[config.mk]
export PLATFORM = sky130hd
export DESIGN_NAME = pair_arith_unit
export DESIGN_NICKNAME = d
export VERILOG_FILES = /design/src/rtl/pairarith_pkg.sv /design/src/rtl/pa_pair_add.sv /design/src/rtl/pa_byte_sub.sv /design/src/rtl/pa_ctrl.sv /design/src/rtl/pair_arith_unit.sv
export SDC_FILE = /design/constraint.sdc
export NUM_CORES = 1
export LEC_CHECK = 0
export BUFFER_PORTS_ARGS = -buffer_cell sky130_fd_sc_hd__buf_2
export CORE_MARGIN = 2
export CORE_UTILIZATION = 40
export DETAILED_ROUTE_END_ITERATION = 12
export PLACE_DENSITY = 0.66
export SYNTH_ARGS = -nofsm -noshare
export SYNTH_HDL_FRONTEND = slang
export SYNTH_SLANG_ARGS = --single-unit
export TNS_END_PERCENT = 30
[constraint.sdc]
create_clock -name clk -period 5.45 [get_ports clk]
set_input_delay 0.2725 -clock clk [delete_from_list [all_inputs] [get_ports clk]]
set_output_delay 0.2725 -clock clk [all_outputs]
set_load 0.01 [all_outputs]
[src/rtl/pairarith_pkg.sv]
package pairarith_pkg;

  localparam int FLAG_W  = 8;
  localparam int F_SIGN  = 7;
  localparam int F_ZERO  = 6;
  localparam int F_HALF  = 4;
  localparam int F_OVF   = 2;
  localparam int F_SUBT  = 1;
  localparam int F_CARRY = 0;

  typedef enum logic {
    PA_DADD = 1'b0,
    PA_DSUB = 1'b1
  } pa_op_e;

  typedef enum logic [1:0] {
    ST_IDLE   = 2'd0,
    ST_ADD    = 2'd1,
    ST_SUB_LO = 2'd2,
    ST_SUB_HI = 2'd3
  } pa_state_e;

endpackage

[src/rtl/pa_pair_add.sv]
module pa_pair_add
  import pairarith_pkg::*;
#(
  parameter int PAIR_W = 16
) (
  input  logic [PAIR_W-1:0] a,
  input  logic [PAIR_W-1:0] b,
  input  logic [FLAG_W-1:0] flags_in,
  output logic [PAIR_W-1:0] sum,
  output logic [FLAG_W-1:0] flags_out
);
  // carry into the top nibble of the pair
  localparam int HC_BIT = PAIR_W - PAIR_W / 4;

  logic [PAIR_W:0] full;

  assign full = {1'b0, a} + {1'b0, b};
  assign sum  = full[PAIR_W-1:0];

  always_comb begin
    flags_out          = flags_in;
    flags_out[F_HALF]  = a[HC_BIT] ^ b[HC_BIT] ^ full[HC_BIT];
    flags_out[F_CARRY] = full[PAIR_W];
  end
endmodule

[src/rtl/pa_byte_sub.sv]
module pa_byte_sub
  import pairarith_pkg::*;
#(
  parameter int BYTE_W = 8
) (
  input  logic [BYTE_W-1:0] a,
  input  logic [BYTE_W-1:0] b,
  input  logic              borrow_in,
  output logic [BYTE_W-1:0] diff,
  output logic              borrow_out,
  output logic [FLAG_W-1:0] flags
);
  localparam int HB  = BYTE_W / 2;
  localparam int MSB = BYTE_W - 1;

  logic [BYTE_W:0] full;

  assign full       = {1'b0, a} - {1'b0, b} - {{BYTE_W{1'b0}}, borrow_in};
  assign diff       = full[BYTE_W-1:0];
  assign borrow_out = full[BYTE_W];

  // Sign, zero, half-borrow, overflow, subtract and borrow; no parity.
  always_comb begin
    flags          = '0;
    flags[F_SIGN]  = diff[MSB];
    flags[F_ZERO]  = (diff == '0);
    flags[F_HALF]  = a[HB] ^ b[HB] ^ diff[HB];
    flags[F_OVF]   = (a[MSB] ^ b[MSB]) & (a[MSB] ^ diff[MSB]);
    flags[F_SUBT]  = 1'b1;
    flags[F_CARRY] = borrow_out;
  end
endmodule

[src/rtl/pa_ctrl.sv]
module pa_ctrl
  import pairarith_pkg::*;
#(
  parameter bit SPLIT_SUB = 1'b1
) (
  input  logic      clk,
  input  logic      rst_n,
  input  logic      req_valid,
  input  logic      req_op,
  output logic      req_ready,
  output logic      accept,
  output logic      finish,
  output pa_state_e state
);
  pa_state_e nxt;

  assign req_ready = (state == ST_IDLE);
  assign accept    = req_valid && req_ready;
  assign finish    = (state == ST_ADD) || (state == ST_SUB_HI);

  always_comb begin
    nxt = state;
    unique case (state)
      ST_IDLE: begin
        if (accept) begin
          if (pa_op_e'(req_op) == PA_DADD) nxt = ST_ADD;
          else if (SPLIT_SUB)              nxt = ST_SUB_LO;
          else                             nxt = ST_SUB_HI;
        end
      end
      ST_ADD:    nxt = ST_IDLE;
      ST_SUB_LO: nxt = ST_SUB_HI;
      ST_SUB_HI: nxt = ST_IDLE;
      default:   nxt = ST_IDLE;
    endcase
  end

  always_ff @(posedge clk or negedge rst_n) begin
    if (!rst_n) state <= ST_IDLE;
    else        state <= nxt;
  end
endmodule

[src/rtl/pair_arith_unit.sv]
module pair_arith_unit
  import pairarith_pkg::*;
#(
  parameter int BYTE_W    = 8,
  parameter bit SPLIT_SUB = 1'b1
) (
  input  logic                  clk,
  input  logic                  rst_n,
  input  logic                  req_valid,
  output logic                  req_ready,
  input  logic                  req_op,
  input  logic [2*BYTE_W-1:0]   req_hl,
  input  logic [2*BYTE_W-1:0]   req_pair,
  input  logic [FLAG_W-1:0]     req_flags,
  output logic                  rsp_valid,
  output logic [2*BYTE_W-1:0]   rsp_hl,
  output logic [FLAG_W-1:0]     rsp_flags
);
  localparam int PAIR_W = 2 * BYTE_W;

  pa_state_e             state;
  logic                  accept;
  logic                  finish;
  pa_op_e                op_q;
  logic [PAIR_W-1:0]     hl_q;
  logic [PAIR_W-1:0]     pair_q;
  logic [FLAG_W-1:0]     flags_q;
  logic [PAIR_W-1:0]     add_sum;
  logic [FLAG_W-1:0]     add_flags;
  logic [BYTE_W-1:0]     sub_lo_diff;
  logic [BYTE_W-1:0]     sub_hi_diff;
  logic [FLAG_W-1:0]     sub_hi_flags;
  logic [FLAG_W-1:0]     sub_flags;

  pa_ctrl #(.SPLIT_SUB(SPLIT_SUB)) u_ctrl (
    .clk       (clk),
    .rst_n     (rst_n),
    .req_valid (req_valid),
    .req_op    (req_op),
    .req_ready (req_ready),
    .accept    (accept),
    .finish    (finish),
    .state     (state)
  );

  // operand capture on acceptance
  always_ff @(posedge clk or negedge rst_n) begin
    if (!rst_n) begin
      op_q    <= PA_DADD;
      hl_q    <= '0;
      pair_q  <= '0;
      flags_q <= '0;
    end else if (accept) begin
      op_q    <= pa_op_e'(req_op);
      hl_q    <= req_hl;
      pair_q  <= req_pair;
      flags_q <= req_flags;
    end
  end

  pa_pair_add #(.PAIR_W(PAIR_W)) u_add (
    .a         (hl_q),
    .b         (pair_q),
    .flags_in  (flags_q),
    .sum       (add_sum),
    .flags_out (add_flags)
  );

  generate
    if (SPLIT_SUB) begin : g_split
      // one byte subtractor reused for the low and the high step
      logic              lo_borrow_q;
      logic [BYTE_W-1:0] lo_diff_q;
      logic              hi_phase;
      logic [BYTE_W-1:0] step_a;
      logic [BYTE_W-1:0] step_b;
      logic              step_bin;
      logic [BYTE_W-1:0] step_diff;
      logic              step_bout;
      logic [FLAG_W-1:0] step_flags;

      assign hi_phase = (state == ST_SUB_HI);
      assign step_a   = hi_phase ? hl_q[PAIR_W-1:BYTE_W]   : hl_q[BYTE_W-1:0];
      assign step_b   = hi_phase ? pair_q[PAIR_W-1:BYTE_W] : pair_q[BYTE_W-1:0];
      assign step_bin = hi_phase & lo_borrow_q;

      pa_byte_sub #(.BYTE_W(BYTE_W)) u_step (
        .a          (step_a),
        .b          (step_b),
        .borrow_in  (step_bin),
        .diff       (step_diff),
        .borrow_out (step_bout),
        .flags      (step_flags)
      );

      always_ff @(posedge clk or negedge rst_n) begin
        if (!rst_n) begin
          lo_borrow_q <= 1'b0;
          lo_diff_q   <= '0;
        end else if (state == ST_SUB_LO) begin
          lo_borrow_q <= step_bout;
          lo_diff_q   <= step_diff;
        end
      end

      assign sub_lo_diff  = lo_diff_q;
      assign sub_hi_diff  = step_diff;
      assign sub_hi_flags = step_flags;
    end else begin : g_flat
      // both byte steps chained in a single cycle
      logic              lo_bout;
      logic [FLAG_W-1:0] lo_flags;
      logic              hi_bout;

      pa_byte_sub #(.BYTE_W(BYTE_W)) u_lo (
        .a          (hl_q[BYTE_W-1:0]),
        .b          (pair_q[BYTE_W-1:0]),
        .borrow_in  (1'b0),
        .diff       (sub_lo_diff),
        .borrow_out (lo_bout),
        .flags      (lo_flags)
      );

      pa_byte_sub #(.BYTE_W(BYTE_W)) u_hi (
        .a          (hl_q[PAIR_W-1:BYTE_W]),
        .b          (pair_q[PAIR_W-1:BYTE_W]),
        .borrow_in  (lo_bout),
        .diff       (sub_hi_diff),
        .borrow_out (hi_bout),
        .flags      (sub_hi_flags)
      );
    end
  endgenerate

  // zero must reflect the whole pair, not just the high byte
  always_comb begin
    sub_flags = sub_hi_flags;
    if (sub_lo_diff != '0) sub_flags[F_ZERO] = 1'b0;
  end

  always_ff @(posedge clk or negedge rst_n) begin
    if (!rst_n) begin
      rsp_valid <= 1'b0;
      rsp_hl    <= '0;
      rsp_flags <= '0;
    end else begin
      rsp_valid <= finish;
      if (finish) begin
        if (op_q == PA_DADD) begin
          rsp_hl    <= add_sum;
          rsp_flags <= add_flags;
        end else begin
          rsp_hl    <= {sub_hi_diff, sub_lo_diff};
          rsp_flags <= sub_flags;
        end
      end
    end
  end
endmodule

### Word level (Yosys, flattened, before mapping)

Index checks and enable logic that the tools add are counted.
Widths: inputs -> output; s select.

* input port bits: 44
* memories: 0
* bits in registers: 77
* ROM bits: 0
* bits in latches: 0
* RAM bits: 0

* multipliers: 0
* reductions and logical operators: 6
* muxes and demuxes: 8
* add/subtract/negate cells: 3
* divide/modulo/power cells: 0
* bitwise logic cells: 8
* shift operators: 0
* equal/unequal tests: 4
* $lt $le $gt $ge: 0

Operators by type and width (number)
* $mux 8: 3
* $add 16x16->17: 1
* $mux 16: 1
* $sub 8x8->9: 1
* $sub 9x1->9: 1
* $logic_not 8->1: 1
* $reduce_bool 8->1: 1
* $pmux 2 s3: 1
* $xor 1x1->1: 6
* $eq 2x2->1 const B: 2
* $mux 2: 2
* $and 1x1->1: 2
* $eq 2x1->1 const B: 1
* $logic_not 2->1: 1
* $ne 2x2->1 const B: 1
* $reduce_or 2->1: 1
* $logic_and 1x1->1: 1
* $logic_or 1x1->1: 1
* $mux 1: 1

### Depth between registers and ports, before layout

* word-level depth: 7
* mapped depth: 15
* gate-level depth less buffers: 12

### By module

Synthesis repeated with hierarchy kept, for this count alone.

* cell total of the unflattened synthesis: 451
* area total of the unflattened synthesis: 4804.6 um^2

By module, submodules not included
* pair_arith_unit: cells each 235, seq. area each 1876.8 um^2, area each 3203.1 um^2, times used 1
* pa_pair_add: cells each 124, seq. area each 0.0 um^2, area each 899.6 um^2, times used 1
* pa_byte_sub: cells each 82, seq. area each 0.0 um^2, area each 611.8 um^2, times used 1
* pa_ctrl: cells each 10, seq. area each 50.0 um^2, area each 90.1 um^2, times used 1

### Worst setup path before layout

OpenSTA, ideal clock, no wires.

* path type: flip-flop to flip-flop
* from: register u_ctrl.state[0]
* to: register rsp_hl[15]
* setup slack: 1.936 ns
* data arrival time: 3.382 ns
* path buffers: 2
* cell stages (with the launch flop): 14
* required time: 5.319 ns
* cell sequence: dfrtp_1 buf_2 nand2_2 buf_1 mux2_2 fa_1 ha_1 and4_1 a311o_1 a41oi_2 xnor2_1 nand3_1 o21ai_1 or3_1

* longest elaborated chain between the ends: 5
* elaborated cells between the ends (all ways): 9

Ends and longest elaborated chain
* start, declared: RTL line pa_ctrl.sv:13 `output pa_state_e state`
* start signal, assigned: RTL line pa_ctrl.sv:40 `else state <= nxt;`
* $eq 2x2->1: RTL line pa_ctrl.sv:19, pair_arith_unit.sv:82
* $mux 8, on equally long branches: RTL line pair_arith_unit.sv:83, pair_arith_unit.sv:84
* $sub 8x8->9: RTL line pa_byte_sub.sv:18 `assign full = {1'b0, a} - {1'b0, b} - {{BYTE_W{1'b0}}, borrow_in};`
* $sub 9x1->9: RTL line pa_byte_sub.sv:18
* $mux 16: RTL line pair_arith_unit.sv:149 `if (op_q == PA_DADD) begin`
* end signal, assigned: RTL line pair_arith_unit.sv:150 `rsp_hl <= add_sum;`
* end signal, assigned: RTL line pair_arith_unit.sv:153 `rsp_hl <= {sub_hi_diff, sub_lo_diff};`
* end, declared: RTL line pair_arith_unit.sv:16 `output logic [2*BYTE_W-1:0] rsp_hl,`

Several ways; a longest one is shown, not always the timed one.
A chain may end at the register's enable or synchronous reset.

### Worst setup path in the final report

* from: register u_ctrl.state[1]
* to: register rsp_flags[2]

* longest elaborated chain between the ends: 7
* elaborated cells between the ends (all ways): 12

Ends and longest elaborated chain
* $eq 2x2->1: RTL line pa_ctrl.sv:19, pair_arith_unit.sv:82
* $mux 8, on equally long branches: RTL line pair_arith_unit.sv:83, pair_arith_unit.sv:84
* $sub 8x8->9: RTL line pa_byte_sub.sv:18
* $sub 9x1->9: RTL line pa_byte_sub.sv:18
* $xor 1x1->1: RTL line pa_byte_sub.sv:28 `flags[F_OVF] = (a[MSB] ^ b[MSB]) & (a[MSB] ^ diff[MSB]);`
* $and 1x1->1: RTL line pa_byte_sub.sv:28
* $mux 8: RTL line pair_arith_unit.sv:149
* end signal, assigned: RTL line pair_arith_unit.sv:151 `rsp_flags <= add_flags;`
* end signal, assigned: RTL line pair_arith_unit.sv:154 `rsp_flags <= sub_flags;`
* end, declared: RTL line pair_arith_unit.sv:17 `output logic [FLAG_W-1:0] rsp_flags`

Several ways; a longest one is shown, not always the timed one.

==> impl_metrics.csv <==
group,metric,value,unit
status,status,"finished, final reports clean",
timing,layout_min_cycle_time,3.58,ns
synthesis,synth_edf_count,0,
drt,dr.first_iter.drc_count,130,
cts,worst_skew_pair.late_latency,0.36,ns
final_layout,insertedDiodeCount,0,
die,initial_core_util,41.2,%
die,rows,37,
run,drv_cap,0,
synthesis,syn-num-nets,480,
placed_design,place_inst,592,
drt,dr.pass1.iters,4,
placed_design,port_buffers,67,
timing,grt_setup_unrepaired,"false",
worst_setup_path,critPathLaunchType,"flop",
final_layout,final_area,4920,µm²
timing,fin_setup_tns,0,ns
global_route,grtUsageTotal,18.2,%
worst_setup_path,end_kind,"flop",
timing,worst_pin_slew,0.943,ns
timing,setup-violations-final,0,
cts,cts.path.max_buffers,2,
synthesis,synth.distinct_cells,46,
timing,clock_skew,0.0100,ns
placed_design,dp_hpwl,7100,µm
die,die_w,107,µm
worst_setup_path,r2r_cells,11,
cts,cts_resized,0,
global_route,grt_max_degree,76,
cts,h-tree-depth,3,
synthesis,synth_most_common_cell,"dfrtp_1",
synthesis,ys.flop_type,"dfrtp_1",
synthesis,synth_area_leaders,"dfrtp_1 (44%), mux2_2 (13%), ha_1 (8.2%), a21oi_1 (4.5%), xnor2_1 (2.9%)",
global_route,grt_pass1_wl,16100,µm
cts,postCtsSetupBuffers,0,
worst_setup_path,reg2reg_from,"u_ctrl.state[1]",
worst_setup_path,cp.arrival,3.86,ns
synthesis,yosys_register_bits,75,
die,die_y,107,µm
synthesis,synth_area_per_cell,10.5,µm²
drt,vias,3160,
cts,cts_buffers,9,
synthesis,synth-seq-area-share,44.1,%
synthesis,synth_area,4250,µm²
placed_design,placed_cell_area,4710,µm²
die,core_area,10300,µm²
worst_setup_path,required,5.73,ns
placed_design,place_congestion,0.826,
cts,cts_hold_buffers,0,
cts,cts-root-buf,"clkbuf_8",
min_path,hold_path.class,"in -> async",
synthesis,ys_async_sr_fraction,100,%
final_layout,drive_gt1_share,28.8,%
final_layout,instances_no_fill,608,
synthesis,synth_top_area_share,44.1,%
synthesis,synth_common_cells,"dfrtp_1 (75), mux2_2 (49), a21oi_1 (38)",
timing,maxClockFrequency,0.279,GHz
cts,cts_tree,"built",
drt,wire_per_inst,15.8,µm
global_route,grt-ovfl-total,0,
drt,viasPerCell,5.20,
worst_setup_path,worstPathMaxFanout,17,
worst_setup_path,r2r-end,"rsp_flags[2]",
drt,wl,9600,µm
timing,maxSlewHeadroom,37.2,%
die,ios,70,
synthesis,yosysTopAreaCell,"dfrtp_1",
worst_setup_path,crit_type,"reg -> reg",
worst_setup_path,reg2reg_setup_slack,1.87,ns
global_route,grt_pass1_vias,3233,
synthesis,netlist_instances,405,
drt,drt.antenna.violating_nets,0,
timing,final-hold-violation-count,0,
synthesis,yosysWarnings,0,
cts,clock-sinks,75,
final_layout,fin_nets,542,
drt,drc_errors,0,
die,die_area,11500,µm²
timing,maxSlewViolCount,0,
timing,fin_crit_sh,65.7,%
cts,clkSlewWorstSetupHoldPaths,0.08,ns
global_route,antenna_found_initial,0,
final_layout,syn_to_final_growth,15.8,%
[routing by layer]
metal  vias up  GRT usage, %  part of all wire, %
met2        82          28.0                   46
met4         0          7.14                  1.7
met3        12          3.22                  5.0
li1       1559             -                    -
met5         -             0                    0
met1      1507          25.5                   48
[state kept, by name (all words and copies together) (netlist names)]
| register | flops |
|---|---|
| op_q | 1 |
| g_split.lo_diff_q | 8 |
| rsp_hl | 16 |
| rsp_flags | 8 |
| rsp_valid | 1 |
| hl_q | 16 |
| g_split.lo_borrow_q | 1 |
| flags_q | 6 |
| pair_q | 16 |
| u_ctrl.state | 2 |
[cell families (layout without fill, tap and decap cells)]
| logic type | after synthesis | count (layout) | synth area share, % |
|---|---|---|---|
| AO/OA/AOI/OAI | 88 | 88 | 12.5 |
| XOR/XNOR | 20 | 20 | 4.12 |
| adder cells (fa/ha/maj) | 31 | 31 | 9.65 |
| buffers and inverters | 40 | 107 | 3.59 |
| flip-flops | 75 | 75 | 44.1 |
| multiplexers | 61 | 61 | 15.8 |
| AND/OR/NAND/NOR | 90 | 90 | 10.2 |
[cell usage in the layout, fill, tap and decap left out, types with 12 or more instances in the layout]
cell type / synthesis / layout
a21oi_1: 38 / 38
buf_2: 2 / 66
dfrtp_1: 75 / 75
ha_1: 28 / 28
inv_1: 22 / 22
mux2_2: 49 / 49
mux2i_1: 12 / 12
nand2_1: 25 / 25
nor2_1: 26 / 26
o21ai_0: 20 / 20
xnor2_1: 14 / 14
[critical path, stage by stage (launching register included)]
cell     delay [ns]
dfrtp_1        0.48
nand2_2        0.41
mux2_2         0.40
fa_1           0.39
ha_1           0.30
and4_1         0.20
a311o_1        0.33
a41oi_2        0.22
xnor2_1        0.31
xnor2_1        0.18
nand3_1        0.09
a31oi_1        0.18
[per-stage QoR]
step	util, %	setup slack [ns]	hold slack [ns]
finish	47.7	1.87	0.0278
CTS	47.7	1.88	0.0881
global placement	45.6	1.92	0.458
floorplan	-	1.94	-0.0231
detailed placement	45.6	1.87	0.475
global route	47.7	1.68	0.127
[cell type report]
class,instances,area (µm²)
Clock buffer,10,128
Tap cell,136,170
Inverter,22,82.6
Timing Repair Buffer,69,353
Fill cell,968,5400
Sequential cell,75,1880
Clock inverter,6,90.1
Multi-Input combinational cell,290,2220
[worst max-delay path by stage]
stage / start / end / slack, ns / depth (start not counted)
after floorplan: u_ctrl.state[0] / rsp_hl[15] / 1.94 / 13
after global placement: u_ctrl.state[1] / rsp_hl[15] / 1.92 / 11
after detailed placement: u_ctrl.state[1] / rsp_hl[15] / 1.87 / 11
after CTS: u_ctrl.state[1] / rsp_hl[15] / 1.88 / 11
after global routing: u_ctrl.state[1] / rsp_flags[2] / 1.68 / 11
final: u_ctrl.state[1] / rsp_flags[2] / 1.87 / 11
Power is not shown: default switching activity piles up to over one toggle a cycle in this logic, so the estimate is an artifact.
